<file path="src/rtl/pci_mabort_detect.sv">
module pci_mabort_detect #(
  parameter int CMD_W = 4,
  parameter int DATA_W = 32,
  parameter int WAIT_CLKS = 5,
  parameter logic [CMD_W-1:0] CMD_SPECIAL = 4'b0001,
  parameter logic [CMD_W-1:0] CMD_CFG_RD = 4'b1010
) (
  input  logic              clk,
  input  logic              rst_n,
  input  logic              start_i,
  input  logic [CMD_W-1:0]  cmd_i,
  input  logic              devsel_n_i,
  input  logic              no_rsp_mask_i,
  input  logic [DATA_W-1:0] rd_data_i,
  output logic [DATA_W-1:0] rd_data_o,
  output logic              abort_o,
  output logic              frame_rel_o,
  output logic              irdy_rel_o,
  output logic              sts_mabort_set_o,
  output logic              esr_mabort_set_o,
  output logic              mchk_req_o
);
  localparam int CNT_W = $clog2(WAIT_CLKS + 1);
  localparam logic [CNT_W-1:0] LAST_CNT = CNT_W'(WAIT_CLKS - 1);

  typedef enum logic [1:0] {ST_IDLE, ST_WAIT, ST_ABORT, ST_IRDY} st_t;

  st_t              st;
  logic [CNT_W-1:0] cnt;
  logic [CMD_W-1:0] cmd_q;
  logic             claimed;
  logic             cfg_abort;

  assign claimed = ~devsel_n_i;

  always_ff @(posedge clk or negedge rst_n) begin
    if (!rst_n) begin
      st    <= ST_IDLE;
      cnt   <= '0;
      cmd_q <= '0;
    end else begin
      case (st)
        ST_IDLE: begin
          if (start_i && cmd_i != CMD_SPECIAL && !claimed) begin
            cmd_q <= cmd_i;
            cnt   <= CNT_W'(1);
            st    <= (WAIT_CLKS <= 1) ? ST_ABORT : ST_WAIT;
          end
        end
        ST_WAIT: begin
          if (claimed)
            st <= ST_IDLE;
          else if (cnt == LAST_CNT)
            st <= ST_ABORT;
          else
            cnt <= cnt + 1'b1;
        end
        ST_ABORT: st <= ST_IRDY;
        default:  st <= ST_IDLE;
      endcase
    end
  end

  assign abort_o          = (st == ST_ABORT);
  assign frame_rel_o      = abort_o;
  assign irdy_rel_o       = (st == ST_IRDY);
  assign sts_mabort_set_o = abort_o;
  assign esr_mabort_set_o = abort_o;
  assign cfg_abort        = abort_o && (cmd_q == CMD_CFG_RD);
  assign rd_data_o        = cfg_abort ? {DATA_W{1'b1}} : rd_data_i;
  assign mchk_req_o       = abort_o && !cfg_abort && !no_rsp_mask_i;
endmodule


</file>
<file path="config.mk">
export PLATFORM = sky130hd
export DESIGN_NAME = pci_mabort_detect
export DESIGN_NICKNAME = d
export VERILOG_FILES = /design/src/rtl/pci_mabort_detect.sv
export SDC_FILE = /design/constraint.sdc
export NUM_CORES = 1
export LEC_CHECK = 0
export ABC_CLOCK_PERIOD_IN_PS = 1700
export BUFFER_PORTS_ARGS = -buffer_cell sky130_fd_sc_hd__buf_2
export CAP_MARGIN = 20
export CORE_MARGIN = 4
export CORE_UTILIZATION = 35
export DETAILED_ROUTE_END_ITERATION = 6
export GPL_ROUTABILITY_DRIVEN = 0
export GPL_TIMING_DRIVEN = 0
export PLACE_DENSITY = 0.82
export SYNTH_ARGS = -nofsm -noshare
export SYNTH_HDL_FRONTEND = slang
export SYNTH_SLANG_ARGS = --single-unit
export TNS_END_PERCENT = 30
</file>
<file path="constraint.sdc">
create_clock -name clk -period 1.7 [get_ports clk]
set_input_delay 0.17 -clock clk [delete_from_list [all_inputs] [get_ports clk]]
set_output_delay 0.17 -clock clk [all_outputs]
set_load 0.01 [all_outputs]
</file>
== Word level (Yosys, flattened, before mapping) ==
Cells that the tools add are included.
Widths: inputs -> output; s select.
Word-level totals
  register bits: 9
  bits of input ports: 41
  output and inout port bits: 38
  logic and storage cells: 35
Operators by class
  add/subtract/negate cells: 1
  eq/ne operators: 10
  multiplexer cells: 9
  reduce and logical (&&, ||, !) cells: 12
Operators with widths (number)
  $mux 32: 1
  $mux 3: 3
  $mux 2: 3
  $ne 2x2->1 const B: 3
  $pmux 2 s3: 1
  $pmux 3 s2: 1
  $logic_and 1x1->1: 5
  $eq 2x2->1 const B: 2
  $eq 4x4->1 const B: 1
  $ne 4x1->1 const B: 1
  $reduce_and 2->1: 2
  $reduce_and 4->1: 1
  $add 3x1->3 const B: 1
  $eq 3x3->1 const B: 1
  $ne 3x3->1 const B: 1
  $eq 2x1->1 const B: 1
  $logic_not 1->1: 2
  $logic_not 2->1: 1
  $reduce_bool 2->1: 1

== Longest topological paths before layout ==
Gate-level depths: netlist of the first run.
  depth in word-level cells: 5
  gate-level depth with buffers: 5
  gate-level depth less buffers: 5

== Least setup slack after synthesis of the first run ==
OpenSTA, ideal clock, no wires.
  kind: register -> output
  start: register st[0]
  end: output port rd_data_o[0]
  arrival time: 1.265 ns
  data required time: 1.530 ns
  slack: 0.265 ns
  cell stages (with the launch flop): 6
  path through: dfrtp_1 > nand2b_1 > inv_1 > nand2_1 > clkbuf_1 > or2b_1
On the way
  cells in the longest elaborated chain, start to end: 3
Ends and longest elaborated chain
  start: declaration: RTL line 28  | st_t st;
  start signal: assignment: RTL line 47  | st <= (WAIT_CLKS <= 1) ? ST_ABORT : ST_WAIT;
  $eq 2x2->1: RTL line 64  | assign abort_o = (st == ST_ABORT);
  net abort_o: RTL line 16  | output logic abort_o,
  $logic_and 1x1->1: RTL line 69  | assign cfg_abort = abort_o && (cmd_q == CMD_CFG_RD);
  $mux 32: RTL line 70  | assign rd_data_o = cfg_abort ? {DATA_W{1'b1}} : rd_data_i;
  end: declaration: RTL line 15  | output logic [DATA_W-1:0] rd_data_o,
The timed path passes the listed nets, and every way through them passes these cells.

== Worst setup path after layout of the first run ==
  start: register cmd_q[1]
  end: output port rd_data_o[7]
On the way
  cells in the longest elaborated chain, start to end: 3
Ends and longest elaborated chain
  start: declaration: RTL line 30  | logic [CMD_W-1:0] cmd_q;
  start signal: assignment: RTL line 45  | cmd_q <= cmd_i;
  $eq 4x4->1: RTL line 69
  $logic_and 1x1->1: RTL line 69
  $mux 32: RTL line 70
No other way between the ends.

==> flow_metrics.py, run 1 <==
metrics = {
    "outcome": {
        "status": "finished, final reports clean",
    },
    "clocking": {
        "htree_levels": 1,
        "cts_tree": "built",
        "cts.reportedPaths.clkPinSlew_ns": 0.06,
        "clkSinkCount": 9,
        "clk-insertion-delay-late_ns": 0.26,
        "root_buffer": "clkbuf_4",
        "cts_buffers": 3,
        "max-clock-path-buffers": 2,
    },
    "die": {
        "die_w_microns": 54.9,
        "die_h_microns": 54.9,
        "die-area_sq_um": 3020,
        "initial_utilization_pct": 38.1,
        "coreArea_sq_um": 2020,
        "rows": 16,
        "pin_count": 79,
    },
    "timing": {
        "max_freq_ghz": 0.602,
        "worst_pin_slew_ns": 0.362,
        "skew_ns": 0.00186,
        "rsz0062_at_grt": "yes",
        "finalSetupViolCount": 0,
        "hold_viol_final": 0,
        "max_slew_margin_pct": 75.9,
        "setup_slack_ns": 0.0380,
        "hold-worst-slack_ns": 0.134,
        "min_period_ns": 1.66,
        "slew_viol_final": 0,
        "final.setup.tns_ns": 0,
        "min_period_over_period_pct": 97.8,
    },
    "grt": {
        "grt_pass1_vias": 784,
        "grt_start_max_net_pins": 11,
        "antenna_found_initial": 0,
        "grt_pass1_wl_mm": 3.15,
        "gr-total-overflow": 0,
        "grt_usage_pct": 14.8,
    },
    "pwr": {
        "total_power_mw": 0.820,
        "clkPwrFrac_pct": 20.0,
        "swShare_pct": 33.0,
        "p_comb_share_pct": 41.3,
        "ir_drop_v": 0.000567,
        "p_sw_mw": 0.271,
        "cellPowerDensity_nw_per_um2": 637,
        "p_int_mw": 0.549,
        "leakage_nw": 0.766,
        "power_frac_seq_pct": 38.8,
    },
    "setup_path": {
        "cp_max_fo": 10,
        "rrSetupSlack_ns": 0.25,
        "critical_path.endpoint_type": "primary output",
        "crit_required_ns": 1.53,
        "crit_path_start_kind": "register",
        "critical_path_arrival_ns": 1.49,
        "worstSetupPathType": "reg2out",
    },
    "place": {
        "post-dp-hpwl_mm": 2.15,
        "io_buffers": 78,
        "preCtsSetupSlack_ns": -0.0377,
    },
    "yosys": {
        "yosysWarnings": 0,
        "synth-main-ff-cell": "dfrtp_1",
        "yosys.area_share.simple_pct": 48.4,
        "netlist_area_sq_um": 771,
        "synth_top_area_share_pct": 29.2,
        "synth-compound-area-share_pct": 5.68,
        "synth-xor-area-share_pct": 0,
        "synth_area_leaders": "dfrtp_1 29%, nand2b_1 21%, or2b_1 7.8%",
        "synth_cell_types": 26,
        "ys_ff_latch": 9,
        "yosysSeqAreaShare_pct": 29.2,
        "synthMuxAreaShare_pct": 7.14,
        "synth_adder_area_share_pct": 3.25,
        "synth_top_area_cell": "dfrtp_1",
        "synth_top_family_by_area": "simple AND/OR/NAND/NOR gates",
        "synth_edf_count": 0,
        "avgSynthCellArea_sq_um": 8.96,
        "async_flop_share_pct": 100,
        "syn-num-nets": 129,
        "synth_cells": 86,
    },
    "routing": {
        "vias": 897,
        "via_per_inst": 4.51,
        "routedWlPerCell_microns": 12.7,
        "drc_errors": 0,
        "ant_nets": 0,
        "first_pass_iters": 4,
        "drt-total-wl_mm": 2.52,
        "drtIter0Drc": 9,
    },
    "min_path": {
        "min_path_type": "in2reg",
    },
    "finish": {
        "num-fill-cells": 186,
        "fin_nets": 216,
        "area_delta_synth_final_pct": 67.0,
        "drive_above_1_share_pct": 56.4,
        "antenna_cells": 0,
        "utilization_pct": 63.7,
    },
    "job": {
        "cap_violations": 0,
    },
}
-- power by group through the flow --
stage | registers (mW) | clock network [mW] | logic (mW)
floorplan | 0.311 | 0 | 0.209
global placement | 0.321 | 0 | 0.316
finish | 0.318 | 0.164 | 0.339
CTS | 0.317 | 0.170 | 0.342
global route | 0.326 | 0.184 | 0.380
detailed placement | 0.325 | 0 | 0.323
-- registers in the layout (all words and copies together), names as in the netlist --
name / count
st: 2
cmd_q: 4
cnt: 3
-- kinds of logic after synthesis --
kind of cell	count (synthesis)
AOI/OAI and AO/OA	7
adders and majority gates	2
buffers and inverters	10
DFF	9
muxes	5
and+or+nand+nor	53
-- path summary, 6_finish.rpt --
path / cells past startpoint / from / end
setup reg to reg: 5 / cnt[0] / cnt[1]
hold / removal: 2 / cmd_i[0] / cmd_q[0]
hold reg to reg: 1 / cmd_q[0] / cmd_q[0]
setup / recovery: 5 / cmd_q[1] / rd_data_o[7]
max in group asynchronous: 2 / rst_n / cmd_q[3]
min in group asynchronous: 2 / rst_n / cnt[1]
-- synth_stat cells (3+ instances only) --
master,number
inv_1,3
dfrtp_1,9
buf_4,3
nand2b_1,26
nand2_1,4
clkbuf_1,4
or2b_1,8
mux2_1,4
-- metrics by stage --
stage | cells | instance area (sq um)
finish | 199 | 1290
CTS | 199 | 1280
detailed placement | 191 | 1190
global route | 199 | 1290
floorplan | 86 | 771
global placement | 191 | 1190
-- critical path, cell delays in order (launching register included) --
cell and delay, ns:
dfrtp_1 0.38, and4bb_2 0.27, nand2_4 0.10, buf_8 0.12
or2b_1 0.22, buf_2 0.14
-- layout make-up --
class	count	area, sq um	area share, %
buffer	7	63.8	4.96
timing repair buffer	82	423	32.8
sequential	9	225	17.5
inverter	3	11.3	0.875
clock buffer	4	26.3	2.04
tap	27	33.8	2.62
multi-input combinational	67	504	39.2
-- repair_timing --
action	4_1_cts	5_1_grt
setup endpoints to repair	30	16
buffers inserted	3	0
pin swaps	1	1
hold buffers	1	0
gates resized for setup	10	5
endpoints found under the hold margin	9	0
-- layout by cell type (no fill, tap or decap), types with 3 or more instances in the layout --
| cell | netlist | final |
|---|---|---|
| buf_2 | 0 | 78 |
| buf_4 | 3 | 7 |
| clkbuf_4 | 0 | 3 |
| dfrtp_1 | 9 | 9 |
| mux2_1 | 4 | 4 |
| nand2_1 | 4 | 3 |
| nand2b_1 | 26 | 26 |
| or2b_1 | 8 | 8 |
-- per-layer routing --
layer  track usage [%]  wire [microns]  up-vias  share of wire [%]
met1              15.4             937      395                 37
met4              8.50              43        0                1.7
li1                  -               -      457                  -
met5                 0               0        -                  0
met2              27.6            1320       40                 52
met3              2.41             218        5                8.7
Note: power is estimated with default switching activity, not from simulation.
==> run 2: changes to the inputs <==
--- a/config.mk
+++ b/config.mk
@@ -6,14 +6,17 @@
 export NUM_CORES = 1
 export LEC_CHECK = 0
 export ABC_CLOCK_PERIOD_IN_PS = 1700
-export BUFFER_PORTS_ARGS = -buffer_cell sky130_fd_sc_hd__buf_2
+export BUFFER_PORTS_ARGS = -buffer_cell sky130_fd_sc_hd__clkbuf_2
 export CAP_MARGIN = 20
+export CELL_PAD_IN_SITES_DETAIL_PLACEMENT = 0
+export CELL_PAD_IN_SITES_GLOBAL_PLACEMENT = 1
 export CORE_MARGIN = 4
-export CORE_UTILIZATION = 35
+export CORE_UTILIZATION = 22
 export DETAILED_ROUTE_END_ITERATION = 6
 export GPL_ROUTABILITY_DRIVEN = 0
 export GPL_TIMING_DRIVEN = 0
-export PLACE_DENSITY = 0.82
+export PLACE_DENSITY = 0.79
+export SKIP_CTS_REPAIR_TIMING = 1
 export SYNTH_ARGS = -nofsm -noshare
 export SYNTH_HDL_FRONTEND = slang
 export SYNTH_SLANG_ARGS = --single-unit
==> run 2 against run 1 <==
Effect of this change: cell area up 1.8%; global-route usage fell by 4.3 points; critical path depth stayed put; total power up 2.4%; routed wire length increased by 1.6%; first-iteration DRC count up 56%; critical path type unchanged; count of clock-buffer cells in the layout did not move; combinational power is essentially flat; sequential power hardly changed; non-clock buffer count grew 2; utilization fell by 25 points; flip-flop and latch count is the same.
==> flow_metrics.py, run 2 (synthesis results as in run 1) <==
metrics = {
    "die": {
        "die_h_microns": 67.2,
        "initial_utilization_pct": 22.9,
        "pin_count": 79,
        "die-area_sq_um": 4510,
        "coreArea_sq_um": 3360,
        "rows": 21,
        "die_w_microns": 67.2,
    },
    "pwr": {
        "leakage_nw": 0.775,
        "ir_drop_v": 0.000176,
        "cellPowerDensity_nw_per_um2": 640,
    },
    "grt": {
        "grt_start_max_net_pins": 11,
        "grt_usage_pct": 10.4,
        "grt_pass1_vias": 776,
        "gr-total-overflow": 0,
        "antenna_found_initial": 0,
        "grt_pass1_wl_mm": 3.47,
    },
    "timing": {
        "hold-worst-slack_ns": 0.126,
        "finalSetupViolCount": 0,
        "final.setup.tns_ns": 0,
        "worst_pin_slew_ns": 0.386,
        "min_period_ns": 1.65,
        "setup_slack_ns": 0.0497,
        "rsz0062_at_grt": "yes",
        "slew_viol_final": 0,
        "skew_ns": 0.00812,
        "max_freq_ghz": 0.606,
        "min_period_over_period_pct": 97.1,
        "max_slew_margin_pct": 74.3,
        "hold_viol_final": 0,
    },
    "setup_path": {
        "critical_path_arrival_ns": 1.48,
        "startpoint": "cmd_q[3]",
        "reg2reg_depth": 5,
        "reg2reg_to": "cnt[1]",
        "crit_required_ns": 1.53,
        "crit_path_start_kind": "register",
        "reg2reg_from": "cnt[0]",
        "crit_path_end": "rd_data_o[8]",
        "worstSetupPathType": "reg2out",
        "rrSetupSlack_ns": 0.21,
        "critical_path.endpoint_type": "primary output",
        "cp_max_fo": 6,
    },
    "routing": {
        "maxUsedRoutingLayer": "met4",
        "drc_errors": 0,
        "vias": 941,
        "met1Wirelength_microns": 851,
        "drtIter0Drc": 14,
        "via_per_inst": 4.28,
        "first_pass_iters": 4,
        "ant_nets": 0,
        "drt-total-wl_mm": 2.56,
        "routed-wl-met2_mm": 1.27,
        "wl_met3_microns": 396,
        "routedWlPerCell_microns": 11.6,
    },
    "outcome": {
        "status": "finished, final reports clean",
    },
    "finish": {
        "area_delta_synth_final_pct": 70.1,
        "layout_common_cells": "76 x clkbuf_2, 26 x nand2b_1, 9 x dfrtp_1",
        "antenna_cells": 0,
        "top_regs": "cmd_q (4), cnt (3), st (2)",
        "drive_above_1_share_pct": 56.9,
        "final_common_cell": "clkbuf_2",
        "utilization_pct": 39.0,
        "largest_reg_flops": 4,
        "num-fill-cells": 368,
        "largest_register": "cmd_q",
        "fin_nets": 218,
    },
    "clocking": {
        "cts.reportedPaths.clkPinSlew_ns": 0.06,
        "root_buffer": "clkbuf_4",
        "clk-insertion-delay-late_ns": 0.28,
        "cts_tree": "built",
        "htree_levels": 1,
        "clkSinkCount": 9,
        "cts_buffers": 3,
        "max-clock-path-buffers": 2,
    },
    "job": {
        "cap_violations": 0,
    },
    "place": {
        "io_buffers": 78,
        "post-dp-hpwl_mm": 2.17,
        "preCtsSetupSlack_ns": 0.00220,
    },
    "min_path": {
        "min_path_type": "in2reg",
    },
}
==> run 2: changes by cell type in the layout (fill, tap and decap cells not counted), sizes merged <==
cell,previous run,this run
clkbuf,5,81
buf,87,13
==> run 2: critical path: stages (launching register included) <==
cell and delay (ns):
dfrtp_1 0.37, and4bb_2 0.26, nand2_4 0.11, buf_6 0.11, or2b_1 0.21, buf_2 0.15
==> run 2: per-layer routing <==
layer,vias up,track usage (%)
met5,-,0
met4,0,5.32
met3,5,4.49
met2,54,19.1
met1,416,9.78
li1,466,-
==> run 2: area by class of cell <==
cell class	count	area [sq um]	share of cell area (%)
repair buffers	84	433	33.0
well taps	46	57.6	4.39
multi-input cells	67	504	38.5
plain buffers	7	53.8	4.10
flip-flops and latches	9	225	17.2
clock buffers	4	26.3	2.00
inverters	3	11.3	0.859
==> run 2: how the worst min path moves through the flow <==
stage                        start       end  slack, ns  cells after the start
after floorplan              rst_n  cmd_q[0]      -0.13                      0
after global placement       rst_n    cnt[0]       0.04                      1
after detailed placement     rst_n    cnt[0]       0.04                      1
after CTS                    rst_n    cnt[0]      -0.25                      1
after global routing      cmd_i[2]  cmd_q[2]       0.13                      2
final                     cmd_i[2]  cmd_q[2]       0.13                      2
==> run 2: per-stage QoR <==
stage / instances / cell area, sq um / power [mW]
2_1_floorplan: 86 / 771 / 0.520
3_3_place_gp: 210 / 1220 / 0.649
3_5_place_dp: 210 / 1220 / 0.655
4_1_cts: 214 / 1240 / 0.829
5_1_grt: 220 / 1310 / 0.906
6_report: 220 / 1310 / 0.840
==> run 2: power by group <==
group	leakage, nW	total [mW]	switching, mW	internal (mW)
clock	0.0150	0.180	0.0891	0.0911
sequential	0.111	0.320	0.0464	0.274
combinational	0.649	0.339	0.154	0.185
total	0.775	0.840	0.290	0.550
==> run 3: changes to the inputs <==
--- a/config.mk
+++ b/config.mk
@@ -5,17 +5,18 @@
 export SDC_FILE = /design/constraint.sdc
 export NUM_CORES = 1
 export LEC_CHECK = 0
-export ABC_CLOCK_PERIOD_IN_PS = 1700
+export ABC_CLOCK_PERIOD_IN_PS = 1500
 export BUFFER_PORTS_ARGS = -buffer_cell sky130_fd_sc_hd__clkbuf_2
 export CAP_MARGIN = 20
 export CELL_PAD_IN_SITES_DETAIL_PLACEMENT = 0
 export CELL_PAD_IN_SITES_GLOBAL_PLACEMENT = 1
 export CORE_MARGIN = 4
-export CORE_UTILIZATION = 22
+export CORE_UTILIZATION = 20
 export DETAILED_ROUTE_END_ITERATION = 6
 export GPL_ROUTABILITY_DRIVEN = 0
 export GPL_TIMING_DRIVEN = 0
-export PLACE_DENSITY = 0.79
+export PLACE_DENSITY = 0.76
+export SETUP_SLACK_MARGIN = 0.15
 export SKIP_CTS_REPAIR_TIMING = 1
 export SYNTH_ARGS = -nofsm -noshare
 export SYNTH_HDL_FRONTEND = slang
==> constraint.sdc (replaced) <==
create_clock -name clk -period 1.5 [get_ports clk]
set_input_delay 0.15 -clock clk [delete_from_list [all_inputs] [get_ports clk]]
set_output_delay 0.15 -clock clk [all_outputs]
set_load 0.01 [all_outputs]
==> run 3 against run 2 <==
Effect of this change: the run now ends with negative setup slack left; routed wire length increased by 1.1%; register-to-register slack got worse by 0.12 ns; worst hold slack gained 0.032 ns; via count is 1.6% lower; cell area rose by 7.2%; die area increased by 8.8%; sequential power rose by 17%; worst setup slack got worse by 0.14 ns; highest routed layer unchanged; sequential share of layout area fell by 0.88 points; utilization shrank 0.89 points; flip-flop and latch count did not move.
==> flow_metrics.py, run 3 (synthesis results as in run 1) <==
metrics = {
    "setup_path": {
        "critical_path.endpoint_type": "primary output",
        "worstSetupPathType": "reg2out",
        "cp_max_fo": 6,
        "crit_path_start_kind": "register",
        "crit_required_ns": 1.35,
        "critical_path_arrival_ns": 1.44,
    },
    "grt": {
        "antenna_found_initial": 0,
        "grt_pass1_wl_mm": 3.92,
        "grt_usage_pct": 9.88,
        "grt_pass1_vias": 786,
        "gr-total-overflow": 0,
        "grt_start_max_net_pins": 11,
    },
    "place": {
        "preCtsSetupSlack_ns": -0.217,
        "io_buffers": 78,
        "post-dp-hpwl_mm": 2.20,
    },
    "die": {
        "rows": 22,
        "pin_count": 79,
        "die_w_microns": 70.1,
        "coreArea_sq_um": 3690,
        "initial_utilization_pct": 20.9,
        "die-area_sq_um": 4910,
        "die_h_microns": 70.1,
    },
    "pwr": {
        "clkPwrFrac_pct": 25.1,
        "p_sw_mw": 0.348,
        "swShare_pct": 31.8,
        "ir_drop_v": 0.000291,
        "leakage_nw": 0.810,
        "power_frac_seq_pct": 34.2,
        "p_comb_share_pct": 40.7,
        "cellPowerDensity_nw_per_um2": 779,
        "total_power_mw": 1.09,
        "p_int_mw": 0.746,
    },
    "routing": {
        "drtIter0Drc": 16,
        "vias": 926,
        "ant_nets": 0,
        "drc_errors": 0,
        "routedWlPerCell_microns": 11.6,
        "drt-total-wl_mm": 2.59,
        "first_pass_iters": 4,
        "via_per_inst": 4.15,
    },
    "finish": {
        "largest_register": "cmd_q",
        "layout_common_cells": "56 x clkbuf_2, 24 x nand2b_1, 23 x buf_2",
        "largest_reg_flops": 4,
        "area_delta_synth_final_pct": 82.3,
        "drive_above_1_share_pct": 62.9,
        "fin_nets": 219,
        "final_common_cell": "clkbuf_2",
        "top_regs": "cmd_q (4), cnt (3), st (2)",
        "num-fill-cells": 384,
        "antenna_cells": 0,
    },
    "clocking": {
        "cts_tree": "built",
        "htree_levels": 1,
        "clkSinkCount": 9,
        "max-clock-path-buffers": 2,
        "cts_buffers": 3,
        "clk-insertion-delay-late_ns": 0.23,
        "root_buffer": "clkbuf_8",
        "cts.reportedPaths.clkPinSlew_ns": 0.04,
    },
    "outcome": {
        "status": "finished, violations left",
        "violations": "negative setup slack",
    },
    "timing": {
        "worst_pin_slew_ns": 0.359,
        "rsz0062_at_grt": "yes",
        "final.setup.tns_ns": -1.07,
        "min_period_over_period_pct": 106,
        "setup_slack_ns": -0.0886,
        "hold-worst-slack_ns": 0.157,
        "hold_viol_final": 0,
        "max_freq_ghz": 0.630,
        "max_slew_margin_pct": 76.1,
        "skew_ns": 0.00301,
        "finalSetupViolCount": 30,
        "slew_viol_final": 0,
        "min_period_ns": 1.59,
    },
    "min_path": {
        "min_path_type": "in2reg",
    },
    "job": {
        "cap_violations": 0,
    },
}
## run 3: cell count changes in the layout (fill, tap and decap cells not counted), moves of 2 or more
cell,before,now
nand2b_4,0,2
inv_1,2,0
nand2b_1,26,24
clkbuf_2,76,56
dfrtp_2,0,3
dfrtp_1,9,6
clkbuf_8,0,3
buf_2,5,23
buf_6,2,4
clkbuf_4,3,0
## run 3: cell type report
type                            count  area [sq um]  area share (%)
Timing Repair Buffer               85           447            31.8
Buffer                              7          60.1            4.27
Multi-Input combinational cell     67           551            39.2
Tap cell                           48          60.1            4.27
Clock buffer                        4          45.0            3.21
Sequential cell                     9           229            16.3
Inverter                            3          13.8           0.980
## run 3: layer usage
layer	GRT usage, %	vias to the layer above	routed length (microns)
met4	3.19	0	17
li1	-	463	-
met3	4.46	2	295
met2	17.1	53	1310
met1	10.7	408	964
met5	0	-	0
## run 3: power by group through the flow
stage               sequential, mW  clock, mW  combinational [mW]
finish                       0.374      0.275               0.445
global route                 0.381      0.291               0.499
CTS                          0.368      0.281               0.374
detailed placement           0.371          0               0.372
global placement             0.370          0               0.368
floorplan                    0.353          0               0.237
## run 3: final timing paths
check	start	slack, ns	end	cells past startpoint
max	cmd_q[3]	-0.09	rd_data_o[8]	5
min	cmd_i[2]	0.16	cmd_q[2]	2
max reg2reg	st[1]	0.09	cmd_q[0]	3
min reg2reg	cmd_q[1]	0.48	cmd_q[1]	1
max in group asynchronous	rst_n	0.97	cnt[0]	2
min in group asynchronous	rst_n	0.31	cnt[1]	2
## run 3: per-stage QoR
stage	area, sq um	cells	util (%)
final	1410	223	38.1
after global routing	1410	223	38.1
after CTS	1270	216	34.3
after detailed placement	1220	212	33.1
after global placement	1220	212	33.1
after floorplan	771	86	-
## run 3: worst max-delay path, cell delays in order, from the launching register on
cell	delay [ns]
dfrtp_1	0.37
and4bb_2	0.27
nand2_4	0.10
buf_6	0.11
or2b_1	0.22
buf_2	0.14
